--- config.mk ---
export PLATFORM = sky130hd
export DESIGN_NAME = wake_src_detect
export DESIGN_NICKNAME = d
export VERILOG_FILES = /design/src/rtl/wake_pkg.sv /design/src/rtl/wake_sync.sv /design/src/rtl/wake_datapath.sv /design/src/rtl/wake_control.sv /design/src/rtl/wake_src_detect.sv
export SDC_FILE = /design/constraint.sdc
export NUM_CORES = 1
export LEC_CHECK = 0
export CAP_MARGIN = 20
export CELL_PAD_IN_SITES_DETAIL_PLACEMENT = 0
export CELL_PAD_IN_SITES_GLOBAL_PLACEMENT = 2
export CORE_ASPECT_RATIO = 1.2
export CORE_MARGIN = 3
export CORE_UTILIZATION = 29
export CTS_BUF_LIST = sky130_fd_sc_hd__clkbuf_8
export DETAILED_ROUTE_END_ITERATION = 7
export PLACE_DENSITY_LB_ADDON = 0.1
export SKIP_LAST_GASP = 1
export SYNTH_ARGS = -nofsm -noshare
export SYNTH_HDL_FRONTEND = slang
export SYNTH_HIERARCHICAL = 1
export SYNTH_SLANG_ARGS = --single-unit
--- constraint.sdc ---
create_clock -name clk -period 2.35 [get_ports clk]
set_input_delay 0.235 -clock clk [delete_from_list [all_inputs] [get_ports clk]]
set_output_delay 0.235 -clock clk [all_outputs]
set_load 0.01 [all_outputs]
--- src/rtl/wake_pkg.sv ---
package wake_pkg;
  localparam int PORT_W  = 8;
  localparam int NPORTS  = 3;
  localparam int PINS_W  = PORT_W * NPORTS;
  localparam int SRC_W   = 3;
  localparam int LVL_BIT = 6;
  localparam int SRC_LSB = 2;

  typedef struct packed {
    logic              armed;
    logic              useNor;
    logic [PINS_W-1:0] pinSel;
  } wakeCtrl_t;

  // pin bus layout: {port3, port2, port0}
  function automatic logic [PINS_W-1:0] groupMask(input logic [SRC_W-1:0] code);
    logic [PORT_W-1:0] m0, m2, m3;
    m0 = '0; m2 = '0; m3 = '0;
    case (code)
      3'd1: m2 = 8'h0F;
      3'd2: m2 = 8'hFF;
      3'd3, 3'd4: m3 = 8'h0E;
      3'd5, 3'd6: begin m3 = 8'h0E; m0 = 8'h81; end
      3'd7: begin m3 = 8'h0E; m2 = 8'h07; end
      default: ;
    endcase
    return {m3, m2, m0};
  endfunction

  function automatic logic gateIsNor(input logic [SRC_W-1:0] code);
    return (code == 3'd3) || (code == 3'd5);
  endfunction
endpackage

--- src/rtl/wake_sync.sv ---
module wake_sync #(
  parameter int WIDTH  = 24,
  parameter int STAGES = 2
) (
  input  logic             clk,
  input  logic             porN,
  input  logic [WIDTH-1:0] din,
  output logic [WIDTH-1:0] dout
);
  logic [STAGES-1:0][WIDTH-1:0] stg;

  generate
    if (STAGES == 1) begin : g_single
      always_ff @(posedge clk or negedge porN) begin
        if (!porN) stg <= '0;
        else       stg <= din;
      end
    end else begin : g_chain
      always_ff @(posedge clk or negedge porN) begin
        if (!porN) stg <= '0;
        else       stg <= {stg[STAGES-2:0], din};
      end
    end
  endgenerate

  assign dout = stg[STAGES-1];
endmodule

--- src/rtl/wake_datapath.sv ---
module wake_datapath
  import wake_pkg::*;
#(
  parameter int SYNC_STAGES = 2
) (
  input  logic              clk,
  input  logic              porN,
  input  logic [PINS_W-1:0] pinsRaw,
  input  logic [PINS_W-1:0] pinsDir,
  input  wakeCtrl_t         ctrl,
  output logic              gateOut,
  output logic              groupLive
);
  logic [PINS_W-1:0] pinsSync;
  logic [PINS_W-1:0] effSel;

  wake_sync #(.WIDTH(PINS_W), .STAGES(SYNC_STAGES)) u_sync (
    .clk  (clk),
    .porN (porN),
    .din  (pinsRaw),
    .dout (pinsSync)
  );

  always_comb begin
    effSel    = ctrl.pinSel & ~pinsDir;
    groupLive = |effSel;
    if (ctrl.useNor) gateOut = ~|(pinsSync & effSel);
    else             gateOut = ~&(pinsSync | ~effSel);
  end
endmodule

--- src/rtl/wake_control.sv ---
module wake_control
  import wake_pkg::*;
(
  input  logic       clk,
  input  logic       porN,
  input  logic       cfgWe,
  input  logic [7:0] cfgData,
  input  logic       stopMode,
  input  logic       gateOut,
  input  logic       groupLive,
  output wakeCtrl_t  ctrl,
  output logic       wakePulse
);
  logic             lvlReg;
  logic [SRC_W-1:0] srcReg;
  logic             matchNow, matchPrev;

  always_ff @(posedge clk or negedge porN) begin
    if (!porN) begin
      lvlReg <= 1'b0;
      srcReg <= '0;
    end else if (cfgWe) begin
      lvlReg <= cfgData[LVL_BIT];
      srcReg <= cfgData[SRC_LSB +: SRC_W];
    end
  end

  always_comb begin
    ctrl.armed  = (srcReg != '0);
    ctrl.useNor = gateIsNor(srcReg);
    ctrl.pinSel = groupMask(srcReg);
    matchNow    = stopMode && ctrl.armed && groupLive && (gateOut == lvlReg);
  end

  always_ff @(posedge clk or negedge porN) begin
    if (!porN) begin
      matchPrev <= 1'b0;
      wakePulse <= 1'b0;
    end else begin
      matchPrev <= matchNow;
      wakePulse <= matchNow && !matchPrev;
    end
  end
endmodule

--- src/rtl/wake_src_detect.sv ---
module wake_src_detect
  import wake_pkg::*;
#(
  parameter int SYNC_STAGES = 2
) (
  input  logic       clk,
  input  logic       porN,
  input  logic [7:0] p0In,
  input  logic [7:0] p2In,
  input  logic [7:0] p3In,
  input  logic [7:0] p0Dir,
  input  logic [7:0] p2Dir,
  input  logic [7:0] p3Dir,
  input  logic       stopMode,
  input  logic       cfgWe,
  input  logic [7:0] cfgData,
  output logic       wakePulse
);
  wakeCtrl_t ctrlBus;
  logic      gateOut, groupLive;

  wake_datapath #(.SYNC_STAGES(SYNC_STAGES)) u_dp (
    .clk       (clk),
    .porN      (porN),
    .pinsRaw   ({p3In, p2In, p0In}),
    .pinsDir   ({p3Dir, p2Dir, p0Dir}),
    .ctrl      (ctrlBus),
    .gateOut   (gateOut),
    .groupLive (groupLive)
  );

  wake_control u_ctrl (
    .clk       (clk),
    .porN      (porN),
    .cfgWe     (cfgWe),
    .cfgData   (cfgData),
    .stopMode  (stopMode),
    .gateOut   (gateOut),
    .groupLive (groupLive),
    .ctrl      (ctrlBus),
    .wakePulse (wakePulse)
  );
endmodule

==> summary.md, run 1 <==
| Metric | Value |
|---|---|
| Run status | `complete, but fails checks` |
| Failing checks | `negative hold slack` |
| Final ANT Viol Nets | `0` |
| Layout cells sized above 1 | `0.1162` |
| Final Power | `1.957 mW` |
| P per Cell Area | `653.2 mW/mm^2` |
| Crit-path slowest cell | `dfrtp_2` |
| CORE AREA | `0.007883 sq mm` |
| DRC viols | `0` |
| Row count | `35` |
| GRT Util Overall | `0.1090` |
| P_leak | `roughly 1.3 nW` |
| Cell area after layout | `roughly 0.0030 sq mm` |
| Via count | `between 1000 and 1500` |
| CTS buffer count | `5` |
| I/O pins | `a little over 60` |
| Critical Path End Type | `register` |
| Area Growth Syn to Fin | `24.88%` |
| Clk buf depth | `2` |
| CP Cell Sequence | `xnor2_4, o21ai_4, or3b_4, o2111ai_4, a2111oi_4, a31oi_1, a41o_1, xor2_2, nor4_2` |
| DRT Pass-1 Iters | `4` |
| Initial Utilization | `0.3043` |
| Die Wd | `approximately 90 um` |
| Max_cap viols | `0` |
| CP Data Arrival Time | `approximately 2.5 ns` |
| Clock transition at the registers of the reported paths | `approximately 0.10 ns` |
| Final setup viols | `0` |
| Syn Std Cell Area | `~0.0024 sq mm` |
| Max Slew Vio Count | `0` |
| H-Tree Depth | `2` |
| Kind of critical path | `reg -> reg` |
| HP Class | `in -> async` |
| CP Launch Type | `register` |
| DP Area | `about 0.0028 sq mm` |
| Grt ovf | `0` |
| Die H | `105.6 um` |
| Vias per inst | `4.261` |
| Max IR drop VDD | `approximately 0.25 mV` |
| Clock Tree Root | `clkbuf_8` |
| Num Clock Sinks | `54` |
| Syn Inst Count | `~210` |
| Final HPWL DP | `3900 um` |
| Achievable clock frequency | `about 440 MHz` |
| Hold Buf Count CTS | `0` |
| Tmin final | `around 2.3 ns` |
| Layout fillers | `around 820` |
| Worst hold slack | `-0.01710 ns` |
| First-pass GRT wire length | `about 7600 um` |
| Crit Path Max Fanout | `5` |
| Setup ws final | `0.08283 ns` |
| Slew HR | `0.5118` |
| Ys Warns | `6` |
| Starting DRT DRC Count | `37` |
| Worst skew pair latency | `about 0.30 ns` |
| # nets final | `300` |
| Final Wtd Congestion | `about 0.88` |
| Full die area | `approximately 0.0094 sq mm` |
| RSZ-0062 raised after global routing | `true` |
| Skew final | `0.006467 ns` |
| Largest net degree at the start of global routing | `36` |
| # diodes | `0` |
| Routed len/inst | `approximately 15 um` |
| WP data required | `between 2 and 3 ns` |
| Hold Vio Cnt, Final | `34` |
| PortBufs | `56` |
| Setup slack after placement | `-0.009656 ns` |
| Routed wire length | `around 4900 um` |
| Slowest cell delay on critical path | `around 0.47 ns` |
| Mapped Avg Cell Area | `between 10 and 15 sq um` |
| Initial antenna violation count | `0` |
| Fin crit share | `0.9648` |
| Vias in the first global route | `about 1500` |
| CTS tree | `done` |
| Worst Tran Pin Value | `around 0.73 ns` |
-- timing repair --
item / 4_1_cts / 5_1_grt
setup buffers: 1 / 2
gates resized for setup: 2 / 8
pin swaps: 1 / 4
setup endpoints to repair: 2 / 2
cloned: 0 / 0
-- layout make-up --
class	instances	area, sq um	area share
sequential	54	1354	0.4520
multi-input combinational	98	744.5	0.2485
timing repair buffer	62	600.6	0.2005
tap	92	115.1	0.03843
inverter	19	71.32	0.02381
clock buffer	5	68.82	0.02297
clock inverter	3	41.29	0.01378
-- stage by stage --
| stage | setup TNS (ns) | utilization | hold slack, ns | cells |
|---|---|---|---|---|
| 2_1_floorplan | 0 | - | -0.06059 | 216 |
| 3_3_place_gp | 0 | 0.3548 | 0.3341 | 322 |
| 3_5_place_dp | -0.009656 | 0.3548 | 0.3347 | 322 |
| 4_1_cts | 0 | 0.3713 | 0.01055 | 331 |
| 5_1_grt | -0.1886 | 0.3800 | 0.06783 | 333 |
| 6_report | 0 | 0.3800 | -0.01710 | 333 |
-- where the power goes --
group	leakage (nW)	internal, mW	switching [mW]	total (mW)
Clock	0.0556	0.314	0.291	0.605
Combinational	0.599	0.193	0.140	0.333
Sequential	0.630	0.983	0.0356	1.02
-- final timing paths --
kind / from / endpoint / slack, ns / cells past startpoint
min in group clk: u_dp/u_sync/stg[15]$_DFF_PN0_ / u_dp/u_sync/dout[15]$_DFF_PN0_ / 0.35 / 0
worst max register to register: u_ctrl/srcReg[1]$_DFFE_PN0P_ / u_ctrl/wakePulse$_DFF_PN0_ / 0.08 / 9
worst min register to register: u_dp/u_sync/stg[15]$_DFF_PN0_ / u_dp/u_sync/dout[15]$_DFF_PN0_ / 0.35 / 0
worst min-delay path: porN / u_ctrl/matchPrev$_DFF_PN0_ / -0.02 / 1
worst max-delay path: u_ctrl/srcReg[1]$_DFFE_PN0P_ / u_ctrl/wakePulse$_DFF_PN0_ / 0.08 / 9
max in group asynchronous: porN / u_dp/u_sync/stg[14]$_DFF_PN0_ / 1.65 / 2
-- metal layers --
metal / GRT usage / routed length (um) / vias up
li1: - / - / 707
met1: 0.1412 / 2160 / 666
met2: 0.1762 / 2413 / 41
met3: 0.02737 / 267 / 5
met4: 0.03511 / 61 / 0
met5: 0 / 0 / -
-- flip-flops by register name (all words and copies together) (netlist names) --
signal,cells
u_ctrl/wakePulse,1
u_ctrl/srcReg,3
u_dp/u_sync/stg,24
u_dp/u_sync/dout,24
u_ctrl/matchPrev,1
u_ctrl/lvlReg,1
-- critical path: cells and delay by family (launching register included) --
kind / cells / cell delay [ns]
compound gates: 5 / 0.91
xor+xnor: 2 / 0.40
flops: 1 / 0.47
simple gates: 2 / 0.39
-- cell usage in the layout, fill, tap and decap left out, types with 3 or more instances in the layout --
cell,count
clkdlybuf4s50_1,55
dfrtp_1,52
inv_1,20
nand2b_1,18
conb_1,11
o22ai_1,8
buf_4,6
clkbuf_8,5
nor2b_1,5
nand4_1,4
nor4_1,4
a2bb2oi_1,4
nand2_1,3
nand3b_1,3
o221ai_1,3
No activity file was read; power rests on OpenSTA's default activity.
==> inputs of run 2 (changes only) <==
--- a/config.mk
+++ b/config.mk
@@ -5,12 +5,13 @@
 export SDC_FILE = /design/constraint.sdc
 export NUM_CORES = 1
 export LEC_CHECK = 0
+export ABC_AREA = 1
 export CAP_MARGIN = 20
 export CELL_PAD_IN_SITES_DETAIL_PLACEMENT = 0
 export CELL_PAD_IN_SITES_GLOBAL_PLACEMENT = 2
 export CORE_ASPECT_RATIO = 1.2
 export CORE_MARGIN = 3
-export CORE_UTILIZATION = 29
+export CORE_UTILIZATION = 27
 export CTS_BUF_LIST = sky130_fd_sc_hd__clkbuf_8
 export DETAILED_ROUTE_END_ITERATION = 7
 export PLACE_DENSITY_LB_ADDON = 0.1
==> run 2 against run 1 <==
Against the previous run:
- the run now ends clean
- critical path depth is 8 higher
- sequential power barely moved
- die area grew 14%
- largest cell class unchanged
- critical path type unchanged
==> summary.md, run 2 <==
| Metric | Value |
|---|---|
| Max_cap viols | `0 (unchanged)` |
| Die H | `112.7 um (+6.7%)` |
| Clock transition at the registers of the reported paths | `0.10 ns (about the same)` |
| Via count | `1687 (+19%)` |
| Routed len/inst | `11.23 um (-24%)` |
| Area share of the largest cell type after synthesis | `0.5273` |
| Top post-synthesis cells by count | `nand2_1 (74), dfrtp_1 (54), inv_1 (50)` |
| Max Slew Vio Count | `0 (unchanged)` |
| Synth async-reset ratio | `1.000` |
| Setup ws final | `0.3609 ns (+0.2781 ns)` |
| Die Wd | `94.93 um (+6.6%)` |
| HP Class | `in -> async` |
| Buf+Inv Stages, Crit Path | `2 (+2)` |
| WP data required | `2.59 ns (+0.02 ns)` |
| Achievable clock frequency | `502.7 MHz (+14%)` |
| Top cells by area, synth | `dfrtp_1 (53%), buf_4 (13%), nand2_1 (11%)` |
| GR peak layer | `met2` |
| Largest family of logic cells by synthesized area | `simple AND/OR/NAND/NOR gates` |
| RSZ-0062 raised after global routing | `false` |
| Met2 Use GR | `0.1745 (-0.001715)` |
| Post-synthesis simple-gate area fraction | `0.2383` |
| First-pass GRT wire length | `8404 um (+11%)` |
| Slew HR | `0.5515 (+0.03969)` |
| CTS tree | `done` |
| Tmin final | `1.989 ns (-0.2781 ns)` |
| Cell mode on critical path | `nand2_1` |
| Num Clock Sinks | `54 (unchanged)` |
| Starting DRT DRC Count | `31 (-16%)` |
| FF+latch count, synth | `between 50 and 60` |
| # diodes | `0 (unchanged)` |
| Area Growth Syn to Fin | `21.00%` |
| Syn Std Cell Area | `0.002562 sq mm (+6.8%)` |
| Worst hold slack | `0.03614 ns (+0.05324 ns)` |
| Vias in the first global route | `1770 (+21%)` |
| Synth Area in XOR/XNOR | `0` |
| Post-synthesis compound-gate area fraction | `0.03223` |
| Synth cell types | `21` |
| Vias per inst | `3.716 (-13%)` |
| P per Cell Area | `602.4 mW/mm^2 (-7.8%)` |
| Worst Tran Pin Value | `0.6728 ns (-0.05954 ns)` |
| Number of synthesized flops with an enable pin | `0` |
| Critical Path End Type | `register` |
| Setup slack after placement | `0.2393 ns (+0.2490 ns)` |
| Crit Path Max Fanout | `7 (+2)` |
| Setup TNS | `0 ns (unchanged)` |
| Sequential area share after synthesis | `0.5273` |
| Final HPWL DP | `4065 um (+4.2%)` |
| Hold Vio Cnt, Final | `0 (-100%)` |
| Grt ovf | `0 (unchanged)` |
| H-Tree Depth | `2 (unchanged)` |
| Initial Utilization | `0.2807 (-0.02358)` |
| Grt met3 use | `0.02194 (-0.005424)` |
| Most frequent cells in the layout | `nand2_1 (74), clkdlybuf4s50_1 (55), dfrtp_1 (54)` |
| Initial antenna violation count | `0 (unchanged)` |
| DRC viols | `0 (unchanged)` |
| Largest net degree at the start of global routing | `55 (+53%)` |
| Skew final | `0.005460 ns (-0.001007 ns)` |
| Worst skew pair latency | `0.31 ns (about the same)` |
| Final ANT Viol Nets | `0 (unchanged)` |
| Layout cells sized above 1 | `0.05988 (-0.05630)` |
| CP Cell Sequence | `inv_1, nand2_1, nand2_1, nand2_1, o21ai_1, nand2_1, o21ai_0, nor2_1, nand2_1, nor2_1, nand2_1, nand2_1, inv_1, nand2_1, nand2_1, nand3_2, nor2_1` |
| GRT Util Overall | `0.1042 (-0.004786)` |
| Ys Warns | `6 (unchanged)` |
| Clk buf depth | `2 (unchanged)` |
| Top cell type by total area after synthesis | `dfrtp_1` |
| CORE AREA | `0.009129 sq mm (+16%)` |
| CP Launch Type | `register` |
| Final setup viols | `0 (unchanged)` |
| Post-Synth Adder-Cell Area | `0` |
| P_leak | `1.543 nW (+20%)` |
| Final Wtd Congestion | `0.7584 (-14%)` |
| Post-cts resize count | `0 (-2)` |
| CTS buffer count | `5 (unchanged)` |
| Top delay family on crit path | `simple AND/OR/NAND/NOR gates` |
| Mapped Avg Cell Area | `8.513 sq um (-27%)` |
| # nets final | `393 (+31%)` |
| Post-CTS setup buffers | `0 (-1)` |
| PortBufs | `56 (unchanged)` |
| Global routing usage on met1 | `0.1328 (-0.008403)` |
| Crit-path slowest cell | `dfrtp_1` |
| Full die area | `0.01070 sq mm (+14%)` |
| Run status | `complete, no violations` |
| DRT Pass-1 Iters | `3 (-1)` |
| Slowest cell delay on critical path | `0.41 ns (-0.06 ns)` |
| Hold Buf Count CTS | `0 (unchanged)` |
| Multiplexer share of the synthesized area | `0` |
| Routed wire length | `5100 um (+4.0%)` |
| Layout fillers | `988 (+21%)` |
| Most common cell in the synthesized netlist | `nand2_1` |
| Kind of critical path | `reg -> reg` |
| Top_reg_cell synth | `dfrtp_1` |
| Fin crit share | `0.8464 (-0.1183)` |
| Row count | `38 (+8.6%)` |
| Clock Tree Root | `clkbuf_8` |
| Commonest non-fill, non-tap cell in the layout | `nand2_1` |
| I/O pins | `61 (unchanged)` |
| Syn Inst Count | `301 (+46%)` |
| CP Data Arrival Time | `2.23 ns (-0.25 ns)` |
| Max IR drop VDD | `0.2447 mV (-0.67%)` |
-- run 2: where the power goes --
group	switching, mW	internal [mW]	total (mW)
clock	0.320	0.251	0.571
sequential	0.0212	0.980	1.00
combinational	0.149	0.146	0.295
total	0.491	1.38	1.87
-- run 2: final timing paths --
path	start	endpoint	slack, ns	cells after the start
hold / removal	porN	u_dp/u_sync/dout[4]$_DFF_PN0_	0.04	2
hold reg to reg	u_dp/u_sync/stg[23]$_DFF_PN0_	u_dp/u_sync/dout[23]$_DFF_PN0_	0.36	0
min in group clk	p3In[6]	u_dp/u_sync/stg[22]$_DFF_PN0_	0.35	1
setup reg to reg	u_ctrl/srcReg[0]$_DFFE_PN0P_	u_ctrl/wakePulse$_DFF_PN0_	0.36	17
setup / recovery	u_ctrl/srcReg[0]$_DFFE_PN0P_	u_ctrl/wakePulse$_DFF_PN0_	0.36	17
max in group asynchronous	porN	u_ctrl/srcReg[0]$_DFFE_PN0P_	1.86	2
-- run 2: final cells by class --
type                    count  area [sq um]  share of cell area
clock buffers               6         82.58             0.02663
clock inverters             2         20.02            0.006457
flip-flops and latches     54          1351              0.4358
inverters                  51         191.4             0.06174
multi-input cells         163         734.5              0.2369
well taps                 120         150.1             0.04843
repair buffers             58         570.5              0.1840
-- run 2: cells by family (layout without fill, tap and decap cells) --
family / Yosys count / count (layout)
AND/OR/NAND/NOR: 137 / 137
buffers and inverters: 94 / 117
flip-flops: 54 / 54
AO/OA/AOI/OAI: 15 / 15
other: 1 / 11
-- run 2: per-stage QoR --
| step | area [sq um] | total power, mW | utilization | instances |
|---|---|---|---|---|
| after global routing | 3100 | 2.004 | 0.3396 | 454 |
| final | 3100 | 1.868 | 0.3396 | 454 |
| after floorplan | 2600 | 1.219 | - | 311 |
| after global placement | 2998 | 1.318 | 0.3284 | 446 |
| after CTS | 3100 | 1.914 | 0.3396 | 454 |
| after detailed placement | 2998 | 1.318 | 0.3284 | 446 |
-- run 2: routing by layer --
metal,up-vias,wire length (um)
li1,920,-
met1,727,2254
met2,34,2547
met3,6,222
met4,0,76
met5,-,0
